`src/rtl/alu_cascade_pkg.sv`:
```
package alu_cascade_pkg;
  localparam int unsigned SEL_W = 4;
  typedef logic [SEL_W-1:0] sel_t;
  localparam sel_t SEL_ADD = 4'b1001;
  localparam sel_t SEL_SUB = 4'b0110;

  typedef enum logic {
    MODE_ARITH = 1'b0,
    MODE_LOGIC = 1'b1
  } mode_e;
endpackage

```
`src/rtl/alu_slice_arith.sv`:
```
module alu_slice_arith
  import alu_cascade_pkg::*;
#(
  parameter int unsigned W = 4
) (
  input  logic [W-1:0] a_i,
  input  logic [W-1:0] b_i,
  input  sel_t         sel_i,
  input  logic         cn_ni,
  output logic [W-1:0] sum_o,
  output logic         co_o,
  output logic         grp_g_o,
  output logic         grp_p_o
);
  logic [W-1:0] y;
  logic [W-1:0] gen, prop;
  logic [W:0]   c;
  logic [W-1:0] g_acc, p_acc;

  always_comb begin
    unique case (sel_i)
      SEL_ADD: y = b_i;
      SEL_SUB: y = ~b_i;
      default: y = '0;
    endcase
  end

  assign c[0] = ~cn_ni;

  for (genvar k = 0; k < W; k++) begin : g_bit
    assign gen[k]   = a_i[k] & y[k];
    assign prop[k]  = a_i[k] | y[k];
    assign c[k+1]   = gen[k] | (prop[k] & c[k]);
    assign sum_o[k] = a_i[k] ^ y[k] ^ c[k];
    if (k == 0) begin : g_first
      assign g_acc[k] = gen[k];
      assign p_acc[k] = prop[k];
    end else begin : g_rest
      assign g_acc[k] = gen[k] | (prop[k] & g_acc[k-1]);
      assign p_acc[k] = prop[k] & p_acc[k-1];
    end
  end

  assign co_o    = c[W];
  assign grp_g_o = g_acc[W-1];
  assign grp_p_o = p_acc[W-1];
endmodule

```
`src/rtl/alu_slice_logic.sv`:
```
module alu_slice_logic
  import alu_cascade_pkg::*;
#(
  parameter int unsigned W = 4
) (
  input  logic [W-1:0] a_i,
  input  logic [W-1:0] b_i,
  input  sel_t         sel_i,
  output logic [W-1:0] f_o
);
  // select is the truth table, indexed by {a,b}
  for (genvar k = 0; k < W; k++) begin : g_bit
    assign f_o[k] = sel_i[{a_i[k], b_i[k]}];
  end
endmodule

```
`src/rtl/alu_slice.sv`:
```
module alu_slice
  import alu_cascade_pkg::*;
#(
  parameter int unsigned W = 4
) (
  input  logic [W-1:0] a_i,
  input  logic [W-1:0] b_i,
  input  sel_t         sel_i,
  input  logic         mode_i,
  input  logic         cn_ni,
  output logic [W-1:0] f_o,
  output logic         cn_no,
  output logic         g_no,
  output logic         p_no,
  output logic         eq_o
);
  logic [W-1:0] arith_f, logic_f;
  logic         co, grp_g, grp_p;
  logic         is_logic;

  assign is_logic = (mode_i == MODE_LOGIC);

  alu_slice_arith #(.W(W)) u_arith (
    .a_i     (a_i),
    .b_i     (b_i),
    .sel_i   (sel_i),
    .cn_ni   (cn_ni),
    .sum_o   (arith_f),
    .co_o    (co),
    .grp_g_o (grp_g),
    .grp_p_o (grp_p)
  );

  alu_slice_logic #(.W(W)) u_logic (
    .a_i   (a_i),
    .b_i   (b_i),
    .sel_i (sel_i),
    .f_o   (logic_f)
  );

  assign f_o   = is_logic ? logic_f : arith_f;
  assign cn_no = is_logic ? 1'b1 : ~co;
  assign g_no  = is_logic ? 1'b1 : ~grp_g;
  assign p_no  = is_logic ? 1'b1 : ~grp_p;
  assign eq_o  = (a_i == b_i);
endmodule

```
`src/rtl/alu_cascade.sv`:
```
module alu_cascade
  import alu_cascade_pkg::*;
#(
  parameter int unsigned SLICE_W  = 4,
  parameter int unsigned N_SLICES = 2,
  localparam int unsigned DATA_W  = SLICE_W * N_SLICES
) (
  input  logic                clk_i,
  input  logic                rst_ni,
  input  logic [DATA_W-1:0]   a_i,
  input  logic [DATA_W-1:0]   b_i,
  input  logic [SEL_W-1:0]    sel_i,
  input  logic                mode_i,
  input  logic                cn_ni,
  output logic [DATA_W-1:0]   f_o,
  output logic                cn_no,
  output logic [N_SLICES-1:0] g_no,
  output logic [N_SLICES-1:0] p_no,
  output logic                eq_o
);
  logic [N_SLICES:0]   chain_n;
  logic [DATA_W-1:0]   f_d;
  logic [N_SLICES-1:0] g_d, p_d, eq_d;

  assign chain_n[0] = cn_ni;

  for (genvar s = 0; s < N_SLICES; s++) begin : g_slice
    alu_slice #(.W(SLICE_W)) u_slice (
      .a_i    (a_i[s*SLICE_W +: SLICE_W]),
      .b_i    (b_i[s*SLICE_W +: SLICE_W]),
      .sel_i  (sel_i),
      .mode_i (mode_i),
      .cn_ni  (chain_n[s]),
      .f_o    (f_d[s*SLICE_W +: SLICE_W]),
      .cn_no  (chain_n[s+1]),
      .g_no   (g_d[s]),
      .p_no   (p_d[s]),
      .eq_o   (eq_d[s])
    );
  end

  always_ff @(posedge clk_i or negedge rst_ni) begin
    if (!rst_ni) begin
      f_o   <= '0;
      cn_no <= 1'b1;
      g_no  <= '1;
      p_no  <= '1;
      eq_o  <= 1'b0;
    end else begin
      f_o   <= f_d;
      cn_no <= chain_n[N_SLICES];
      g_no  <= g_d;
      p_no  <= p_d;
      eq_o  <= &eq_d;
    end
  end
endmodule

```
`config.mk`:
```
export PLATFORM = sky130hd
export DESIGN_NAME = alu_cascade
export DESIGN_NICKNAME = d
export VERILOG_FILES = /design/src/rtl/alu_cascade_pkg.sv /design/src/rtl/alu_slice_arith.sv /design/src/rtl/alu_slice_logic.sv /design/src/rtl/alu_slice.sv /design/src/rtl/alu_cascade.sv
export SDC_FILE = /design/constraint.sdc
export NUM_CORES = 1
export LEC_CHECK = 0
export BUFFER_PORTS_ARGS = -buffer_cell sky130_fd_sc_hd__buf_2
export CAP_MARGIN = 20
export CORE_ASPECT_RATIO = 0.7
export CORE_MARGIN = 3
export CORE_UTILIZATION = 48
export DETAILED_ROUTE_END_ITERATION = 16
export HOLD_SLACK_MARGIN = 0.02
export MAX_ROUTING_LAYER = met4
export PLACE_DENSITY = 0.86
export RECOVER_POWER = 25
export SLEW_MARGIN = 20
export SYNTH_ARGS = -nofsm -noshare
export SYNTH_HDL_FRONTEND = slang
export SYNTH_SLANG_ARGS = --single-unit
```
`constraint.sdc`:
```
create_clock -name clk_i -period 0.8 [get_ports clk_i]
set_input_delay 0.2 -clock clk_i [delete_from_list [all_inputs] [get_ports clk_i]]
set_output_delay 0.2 -clock clk_i [all_outputs]
set_load 0.05 [all_outputs]
```
## Yosys cells after proc, flatten, opt, wreduce, memory -nomap -nowiden

Index checks and enable logic that the tools add are counted.

- Equal/unequal tests: 4
- Mux-type cells: 26
- Order comparisons: 8
- Reductions and logical operators: 1
- Bitwise logic cells: 76

Operators by type and width:

| kind | count |
|---|---|
| $and A1 B1 Y1 | 28 |
| $lt A2 B3 Y1 const B | 8 |
| $or A1 B1 Y1 | 22 |
| $bmux W1 S2 | 8 |
| $pmux W4 S2 | 2 |
| $xor A1 B1 Y1 | 16 |
| $mux W1 | 14 |
| $eq A4 B4 Y1 | 2 |
| $mux W4 | 2 |
| $not A1 Y1 | 8 |
| $not A4 Y4 | 2 |
| $eq A4 B3 Y1 const B | 1 |
| $eq A4 B4 Y1 const B | 1 |
| $reduce_and A2 Y1 | 1 |

- Word-level logic and storage cells: 120
- Output and inout port bits: 14
- Bits in registers: 14

## Depth between registers and ports, before layout

Gate-level depths: netlist (run 1).

- Word-level depth: 24
- Gate-level depth with buffers: 18
- Gate-level depth less buffers: 16

## Modules after synthesis

A second synthesis (run 1) with hierarchy kept.

- Cells, all modules: 135
- Area total of the unflattened synthesis: 1503.9 µm²

Modules (own cells, without submodules):

| module | seq. area each (µm²) | cells an instance | times used | area each (µm²) |
|---|---|---|---|---|
| alu_slice_arith | 0.0 | 43 | 2 | 342.8 |
| alu_cascade | 356.6 | 15 | 1 | 362.8 |
| alu_slice | 0.0 | 13 | 2 | 137.6 |
| alu_slice_logic | 0.0 | 4 | 2 | 90.1 |

## Worst setup path after synthesis (run 1)

OpenSTA, ideal clock, no wires.

- Path kind: input to register
- Start point: in sel_i[2]
- End point: reg f_o[7]
- Cell stages on the path: 17
- Data required time: 0.723 ns
- Slack: -3.199 ns
- Arrival: 3.922 ns
- Path through: and4bb_2 -> clkbuf_1 -> nand2_1 -> o21ai_1 -> fa_1 -> fa_1 -> fa_1 -> fa_1 -> nor2b_1 -> fa_1 -> inv_1 -> fa_1 -> inv_1 -> fa_1 -> inv_1 -> fa_1 -> a21oi_1

- Cells in the longest elaborated chain, start to end: 22
- Elaborated cells on any way between the ends: 40
- Classes of those cells: eq/ne (2); mux (6); bitwise (32)

Ends and longest elaborated chain:

| element | RTL line | source |
|---|---|---|
| start: declaration | alu_cascade.sv:12 | `input logic [SEL_W-1:0] sel_i,` |
| $eq A4 B3 Y1 / $eq A4 B4 Y1 (equally long branches) | alu_slice_arith.sv:21 | `unique case (sel_i)` |
| $pmux W4 S2 | alu_slice_arith.sv:21 |  |
| $or A1 B1 Y1 | alu_slice_arith.sv:32 | `assign prop[k] = a_i[k] \| y[k];` |
| $and A1 B1 Y1 | alu_slice_arith.sv:33 | `assign c[k+1] = gen[k] \| (prop[k] & c[k]);` |
| $or A1 B1 Y1 | alu_slice_arith.sv:33 |  |
| $and A1 B1 Y1 | alu_slice_arith.sv:33 |  |
| $or A1 B1 Y1 | alu_slice_arith.sv:33 |  |
| $and A1 B1 Y1 | alu_slice_arith.sv:33 |  |
| [... 7 more ...] | -- |  |
| $or A1 B1 Y1 | alu_slice_arith.sv:33 |  |
| $and A1 B1 Y1 | alu_slice_arith.sv:33 |  |
| $or A1 B1 Y1 | alu_slice_arith.sv:33 |  |
| $and A1 B1 Y1 | alu_slice_arith.sv:33 |  |
| $or A1 B1 Y1 | alu_slice_arith.sv:33 |  |
| $xor A1 B1 Y1 | alu_slice_arith.sv:34 | `assign sum_o[k] = a_i[k] ^ y[k] ^ c[k];` |
| $mux W4 (*) | alu_slice.sv:41 | `assign f_o = is_logic ? logic_f : arith_f;` |
| net f_d[7] | alu_cascade.sv:22 | `logic [DATA_W-1:0] f_d;` |
| end signal: assignment | alu_cascade.sv:44 | `f_o <= '0;` |
| end signal: assignment | alu_cascade.sv:50 | `f_o <= f_d;` |
| end: declaration | alu_cascade.sv:15 | `output logic [DATA_W-1:0] f_o,` |

The timed path passes the listed nets; every way through them passes the cells marked *. The select of a mux whose other input is x is not followed.

## Worst setup path after layout (run 1)

- Start point: in sel_i[0]
- End point: reg f_o[7]

Same word-level chain as after synthesis.

==> run metrics, run 1 <==
status finished, violations left; failing checks negative setup slack; Syn Inst Count 128; f_max 278.3 MHz; dpl ws -3.045 ns; Slew HR 0.7836; first-pass GRT wire length 7.065 mm; Die Width 71.19 um; WS Path Type in2reg; Overall Global Routing Usage 0.2598; Overflow after GRT 0; Seq/Total Area, Yosys 0.2498; worst slew pin tran 0.3246 ns; share of cells above drive strength 1 0.5842; Syn-to-layout area delta 57.06%; # diodes 0; clock transition at the registers of the reported paths 0.06 ns; worst path bufs/invs 4; YS warnings 0; count leader, synth ha_1; Post-Route WL 4.480 mm; row count 15; fin worst setup slack -2.793 ns; Die Y-Extent 51.63 um; Final Cell Area 2242 um2; CP Cell Sequence buf_6 > and4bb_2 > nand2_4 > o21ai_4 > fa_2 > fa_2 > fa_2 > fa_2 > nor2b_4 > fa_2 > inv_2 > fa_2 > inv_2 > fa_2 > inv_2 > fa_1 > a21oi_1; Synth top area share 0.1578; syn avg cell area 11.15 um2; Starting Density 0.5395; Antenna Nets Post-Route 0; Max FO, Critical Path 2; Via-to-Cell Ratio 5.636; Hold Fails Final Rpt 0; CTS tree yes; clock tree buffer depth 2; Peak VDD IR 0.7214 mV; drc violations 0; Hold WS 0.3987 ns; Yosys top cell by area dfrtp_1; Root Buffer clkbuf_8; Synthesized Nets 176; die area 3675 um2; top post-synthesis cells by area dfrtp_1 16%, mux4_1 15%, ha_1 14%; Power Density 1171 nW/um2; crit-path max cell delay 0.41 ns; Worst setup SP type input port; mapped cell area 1428 um2; via count 1330; initial antenna violation count 0; crit path time final 3.593 ns; buffers added on ports 37; fraction of registers with async set/reset 1.000; CTS buffer count 3; Worst EP required 0.97 ns; RSZ-0062 raised after global routing yes; main flop type after synthesis dfrtp_1; # H-tree levels 1; Post-DP Area 1943 um2; vias in the first global route 1448; largest net degree at the start of global routing 16; cell mode on critical path fa_2; DP HPWL 3.205 mm; Arr. time, crit path 3.77 ns; flop and latch count out of synthesis 14; Final nets 251; number of max-cap violations 0; Worst path slowest cell fa_1; Crit path max-delay family adder cells; GPL Wtd Cong 0.9217; worst hold path class in2async; Core Region 2646 um2; Post-synth EDFFs 0; post-synthesis cell type count 27; DRT iter0 DRCs 59; critical path capture point type flip-flop; Synth top cells by count 16 x ha_1, 14 x inv_1, 11 x nand2_1; Total Power 2.625 mW; first-pass detailed-route iteration total 4; IO Pins 38; CTS Sinks 14; setup violators final 27; drt wl/cell 18.98 um; fin crit share 4.491; max-slew violation count 0; Static Leak 1.044 nW
## flip-flops by register name (all words and copies together) (netlist names)
register and flops:
g_no 2, eq_o 1, f_o 8, p_no 2
cn_no 1
## power breakdown
group | switching, mW | internal [mW]
Sequential | 0.0341 | 0.776
Clock | 0.245 | 0.436
Combinational | 0.611 | 0.523
## logic make-up after synthesis
kind of cell    share of synthesized area
fa+ha+maj                          0.2524
simple gates                      0.09290
buf+inv                           0.06046
mux                                0.1946
compound gates                     0.1008
flops                              0.2498
xor+xnor                          0.04908
## per-layer routing
metal | GRT usage | share of wire | up-vias
li1 | - | - | 591
met1 | 0.3077 | 0.38 | 643
met2 | 0.4482 | 0.49 | 83
met3 | 0.06564 | 0.11 | 13
met4 | 0.06563 | 0.019 | 0
met5 | - | 0 | -
## layout by cell type, fill, tap and decap left out, types with 2 or more instances in the layout
cell and n:
mux4_1 8, o21ai_1 5, clkbuf_8 4, buf_8 5, dfstp_2 5, ha_2 4, buf_2 18, mux2_4 3
ha_1 12, a21oi_1 2, inv_1 11, dfrtp_1 9, inv_2 3, nand4_1 2, o21a_1 7, nand2b_1 2
xnor2_1 7, o21ai_4 3, nand2_1 10, buf_6 13, nor2_1 4, fa_2 7, buf_4 35, mux2_2 3
a21oi_2 2
## path summary, 6_finish.rpt
check | start | endpoint | slack, ns | cells after the start
worst min-delay path | rst_ni | f_o[7] | 0.40 | 2
worst max-delay path | sel_i[0] | f_o[7] | -2.79 | 17
min in group clk_i | a_i[5] | eq_o | 0.43 | 5
max in group asynchronous | rst_ni | p_no[0] | 0.11 | 2
## through the flow
step / TNS (ns) / util / instances
3_3_place_gp: -24.49 / 0.7343 / 230
3_5_place_dp: -25.26 / 0.7343 / 230
6_report: -23.67 / 0.8473 / 236
4_1_cts: -23.21 / 0.8340 / 235
2_1_floorplan: -20.96 / - / 128
5_1_grt: -24.66 / 0.8473 / 236
## cell type report
class,instances,area (um2)
multi-input combinational,96,1126
timing repair buffer,74,609.3
fill,132,404.1
sequential,14,356.6
clock buffer,4,55.05
inverter,14,52.55
tap,34,42.54
## what timing repair did
item                       in CTS  in global routing
pin swaps                       2                  2
setup endpoints to repair      27                 28
hold endpoints to repair        9                  0
buffers inserted                0                  1
gates cloned                    0                  0
hold buffers                    1                  0
resized for setup              54                  5
Note: power is estimated with default switching activity, not from simulation.
==> inputs of run 2 (changes only) <==
--- a/config.mk
+++ b/config.mk
@@ -12,7 +12,6 @@
 export CORE_UTILIZATION = 48
 export DETAILED_ROUTE_END_ITERATION = 16
 export HOLD_SLACK_MARGIN = 0.02
-export MAX_ROUTING_LAYER = met4
 export PLACE_DENSITY = 0.86
 export RECOVER_POWER = 25
 export SLEW_MARGIN = 20
==> constraint.sdc (replaced) <==
create_clock -name clk_i -period 3.2 [get_ports clk_i]
set_input_delay 0.8 -clock clk_i [delete_from_list [all_inputs] [get_ports clk_i]]
set_output_delay 0.8 -clock clk_i [all_outputs]
set_load 0.05 [all_outputs]
==> run metrics, run 2 (synthesis results as in run 1) <==
max-slew violation count 0; fin worst setup slack -1.016 ns; Total Power 0.5899 mW; Power Density 306.1 nW/um2; Largest Register f_o; dpl cells 216; share of cells above drive strength 1 0.5000; Overall Global Routing Usage 0.2101; # H-tree levels 1; Static Leak 0.8939 nW; Overflow after GRT 0; cell-internal power 0.3920 mW; Combinational Power Share 0.385; RSZ-0062 raised after global routing yes; f_max 237.2 MHz; Peak VDD IR 0.1358 mV; # diodes 0; worst path bufs/invs 4; crit path time final 4.216 ns; Core Region 2646 um2; GPL Wtd Cong 0.8929; via count 1182; Post-Layout Cell Count 220; Switching Power 0.1979 mW; setup violators final 5; Final Core Density 0.7281; failing checks negative setup slack; Worst path slowest cell fa_2; status finished, violations left; Worst EP required 3.37 ns; worst slew pin tran 0.6555 ns; Root Buffer clkbuf_8; cell mode on critical path fa_2; CTS buffer count 3; CP Cell Sequence buf_6 > and4bb_2 > nand2_4 > o21ai_4 > fa_2 > fa_2 > fa_2 > fa_2 > nor2b_4 > fa_2 > inv_2 > fa_2 > inv_2 > fa_2 > inv_2 > fa_2 > a21oi_2; max reg flops 8; die area 3675 um2; Via-to-Cell Ratio 5.373; drc violations 0; row count 15; drt wl/cell 16.09 um; clock transition at the registers of the reported paths 0.05 ns; commonest non-fill, non-tap cells in the layout 32 x buf_2, 21 x buf_4, 16 x ha_1, 11 x inv_1, 10 x nand2_1; Max FO, Critical Path 2; clock tree buffer depth 2; Worst setup SP type input port; commonest non-fill, non-tap cell in the layout buf_2; first-pass detailed-route iteration total 4; Post-CTS Setup Bufs 0; fin crit share 1.318; Switching Fraction 0.3355; Top Registers f_o (8), g_no (2), p_no (2); first-pass GRT wire length 5.927 mm; buffers added on ports 37; vias in the first global route 1237; Starting Density 0.5395; Post-Route WL 3.539 mm; Antenna Nets Post-Route 0; Crit path max-delay family adder cells; Hold Fails Final Rpt 0; Die Y-Extent 51.63 um; CTS tree yes; Arr. time, crit path 4.39 ns; DP HPWL 2.945 mm; Hold WS 0.5586 ns; crit-path max cell delay 0.43 ns; Syn-to-layout area delta 34.97%; Final nets 235; critical path capture point type flip-flop; worst hold path class in2async; largest net degree at the start of global routing 15; WS Path Type in2reg; DRT iter0 DRCs 32; initial antenna violation count 0; number of max-cap violations 0; clock power share 0.280; Seq pwr share 0.334; Die Width 71.19 um; Slew HR 0.5630; CTS Sinks 14; IO Pins 38
[run 2: timing repair]
| item | 4_1_cts | 5_1_grt |
|---|---|---|
| gates cloned | 0 | 0 |
| resized for setup | 13 | 1 |
| setup endpoints to repair | 5 | 5 |
| hold buffers | 0 | 0 |
| pin swaps | 2 | 0 |
[run 2: path summary, 6_finish.rpt]
| path | start | to | depth (start not counted) |
|---|---|---|---|
| min in group clk_i | mode_i | p_no[1] | 3 |
| max in group asynchronous | rst_ni | f_o[4] | 1 |
| min | rst_ni | f_o[3] | 1 |
| max | sel_i[0] | f_o[7] | 17 |
[run 2: layout make-up]
| cell class | count | area [um2] |
|---|---|---|
| well taps | 34 | 42.54 |
| multi-input cells | 96 | 1054 |
| fillers | 202 | 719.4 |
| inverters | 14 | 52.55 |
| repair buffers | 58 | 366.6 |
| flip-flops and latches | 14 | 356.6 |
| clock buffers | 4 | 55.05 |
[run 2: power groups by stage]
stage	clock network [mW]	logic, mW	registers (mW)
after floorplan	0	0.0759	0.257
after global placement	0	0.210	0.199
after detailed placement	0	0.218	0.200
after CTS	0.171	0.226	0.198
after global routing	0.177	0.245	0.199
final	0.165	0.227	0.197
[run 2: per-layer routing]
| layer | vias up | share of wire | GRT usage |
|---|---|---|---|
| met5 | - | 0 | 0 |
| met4 | 0 | 0.016 | 0.07813 |
| met3 | 7 | 0.058 | 0.04054 |
| met2 | 38 | 0.46 | 0.3415 |
| met1 | 576 | 0.47 | 0.2806 |
| li1 | 561 | - | - |
[run 2: stage by stage]
stage,setup slack [ns],cell area (um2),setup TNS [ns]
finish,-1.016,1927,-3.073
global route,-1.086,1927,-3.399
CTS,-0.9807,1924,-2.941
detailed placement,-1.258,1815,-4.479
global placement,-1.185,1815,-4.162
floorplan,-1.120,1474,-3.693
==> inputs of run 3 (changes only) <==
--- a/config.mk
+++ b/config.mk
@@ -5,14 +5,14 @@
 export SDC_FILE = /design/constraint.sdc
 export NUM_CORES = 1
 export LEC_CHECK = 0
-export BUFFER_PORTS_ARGS = -buffer_cell sky130_fd_sc_hd__buf_2
 export CAP_MARGIN = 20
 export CORE_ASPECT_RATIO = 0.7
 export CORE_MARGIN = 3
-export CORE_UTILIZATION = 48
+export CORE_UTILIZATION = 55
 export DETAILED_ROUTE_END_ITERATION = 16
+export DONT_BUFFER_PORTS = 1
 export HOLD_SLACK_MARGIN = 0.02
-export PLACE_DENSITY = 0.86
+export PLACE_DENSITY = 0.82
 export RECOVER_POWER = 25
 export SLEW_MARGIN = 20
 export SYNTH_ARGS = -nofsm -noshare
==> run metrics, run 3 (synthesis results as in run 1) <==
max reg flops 8; CP Cell Sequence and4bb_2 > nand2_4 > o21ai_4 > fa_2 > fa_2 > fa_2 > fa_2 > nor2b_4 > fa_2 > inv_2 > fa_2 > inv_2 > fa_2 > inv_2 > fa_1 > a21oi_1; fin worst setup slack -0.9878 ns; Core Region 2295 um2; clock transition at the registers of the reported paths 0.05 ns; worst slew pin tran 0.4514 ns; cell-internal power 0.3611 mW; IO Pins 38; Worst path slowest cell fa_1; commonest non-fill, non-tap cell in the layout ha_1; dpl ws -1.157 ns; Post-Route WL 3.198 mm; f_max 238.8 MHz; gr busiest metal met1; drt wl/cell 18.92 um; Combinational Power Share 0.194; commonest non-fill, non-tap cells in the layout 16 x ha_1, 11 x inv_1, 10 x nand2_1, 9 x dfrtp_1, 9 x buf_4; Arr. time, crit path 4.34 ns; worst hold path class in2async; # diodes 0; Peak VDD IR 0.1239 mV; die area 3253 um2; Via-to-Cell Ratio 5.988; largest net degree at the start of global routing 15; Final nets 186; initial antenna violation count 0; vias in the first global route 1042; clock tree buffer depth 2; first-pass GRT wire length 5.340 mm; Syn-to-layout area delta 13.41%; Static Leak 0.6967 nW; fin crit share 1.309; via count 1012; Worst setup SP type input port; Starting Density 0.6221; Max FO, Critical Path 10; Seq pwr share 0.494; CTS buffer count 3; status finished, violations left; CTS tree yes; first-pass detailed-route iteration total 4; Final Cell Area 1619 um2; drc violations 0; Post-DP Area 1538 um2; critical path capture point type flip-flop; TNS Setup -2.800 ns; Slew HR 0.6992; row count 14; Largest Register f_o; clock power share 0.312; # H-tree levels 1; Power Density 319.7 nW/um2; Switching Power 0.1565 mW; Switching Fraction 0.3024; DP HPWL 2.623 mm; cell mode on critical path fa_2; failing checks negative setup slack; met2 Resource Use GR 0.3141; buffers added on ports 0; DRT iter0 DRCs 37; Root Buffer clkbuf_8; WS Path Type in2reg; setup violators final 5; Overall Global Routing Usage 0.2164; RSZ-0062 raised after global routing yes; crit-path max cell delay 0.40 ns; GRT met1 Usage 0.3269; max-slew violation count 0; met3 usage 0.04398; share of cells above drive strength 1 0.3066; crit path time final 4.188 ns; Die Y-Extent 48.63 um; Hold Fails Final Rpt 0; Overflow after GRT 0; Hold WS 0.2560 ns; number of max-cap violations 0; Top Registers f_o (8), g_no (2), p_no (2); CTS Sinks 14; dpl cells 165; Post-Layout Cell Count 169; Die Width 66.90 um; Antenna Nets Post-Route 0; GPL Wtd Cong 0.8647; Worst EP required 3.35 ns
==> run 3: layer usage <==
layer | vias up | share of wire | wire, um
li1 | 461 | - | -
met1 | 509 | 0.45 | 1444
met4 | 0 | 0.0063 | 20
met3 | 2 | 0.082 | 262
met5 | - | 0 | 0
met2 | 40 | 0.46 | 1472
==> run 3: repair_timing <==
| action | CTS | global route |
|---|---|---|
| resized for setup | 6 | 2 |
| buffers inserted | 0 | 0 |
| setup endpoints to repair | 5 | 5 |
| hold buffers | 0 | 0 |
==> run 3: power by group through the flow <==
stage / logic (mW) / registers, mW / clock network [mW]
global route: 0.112 / 0.257 / 0.172
finish: 0.101 / 0.256 / 0.161
global placement: 0.0887 / 0.259 / 0
detailed placement: 0.0942 / 0.259 / 0
CTS: 0.0983 / 0.256 / 0.165
floorplan: 0.0759 / 0.257 / 0
==> run 3: how the worst max path moves through the flow <==
stage | startpoint | endpoint | slack (ns) | cells past startpoint
2_1_floorplan | sel_i[2] | f_o[7] | -1.12 | 17
5_1_grt | sel_i[2] | f_o[7] | -1.06 | 16
4_1_cts | sel_i[2] | f_o[7] | -0.91 | 16
3_3_place_gp | sel_i[2] | f_o[7] | -1.05 | 16
6_report | sel_i[2] | f_o[7] | -0.99 | 16
3_5_place_dp | sel_i[2] | f_o[7] | -1.16 | 16
==> run 3: layout make-up <==
type	instances	area (um2)
Inverter	14	52.55
Sequential cell	14	356.6
Clock buffer	4	55.05
Timing Repair Buffer	9	67.56
Fill cell	165	675.6
Multi-Input combinational cell	96	1047
Tap cell	32	40.04
==> run 3: worst max-delay path: cells and delay by family <==
kind,cells,cell delay (ns)
adder cells (fa/ha/maj),8,2.65
AND/OR/NAND/NOR,3,0.47
AO/OA/AOI/OAI,2,0.23
buffers and inverters,3,0.17
==> run 3: per-stage QoR <==
step                utilization  total power, mW
global route             0.7056           0.5410
finish                   0.7056           0.5176
CTS                      0.7023           0.5195
global placement         0.6701           0.3474
detailed placement       0.6701           0.3533
floorplan                     -           0.3330
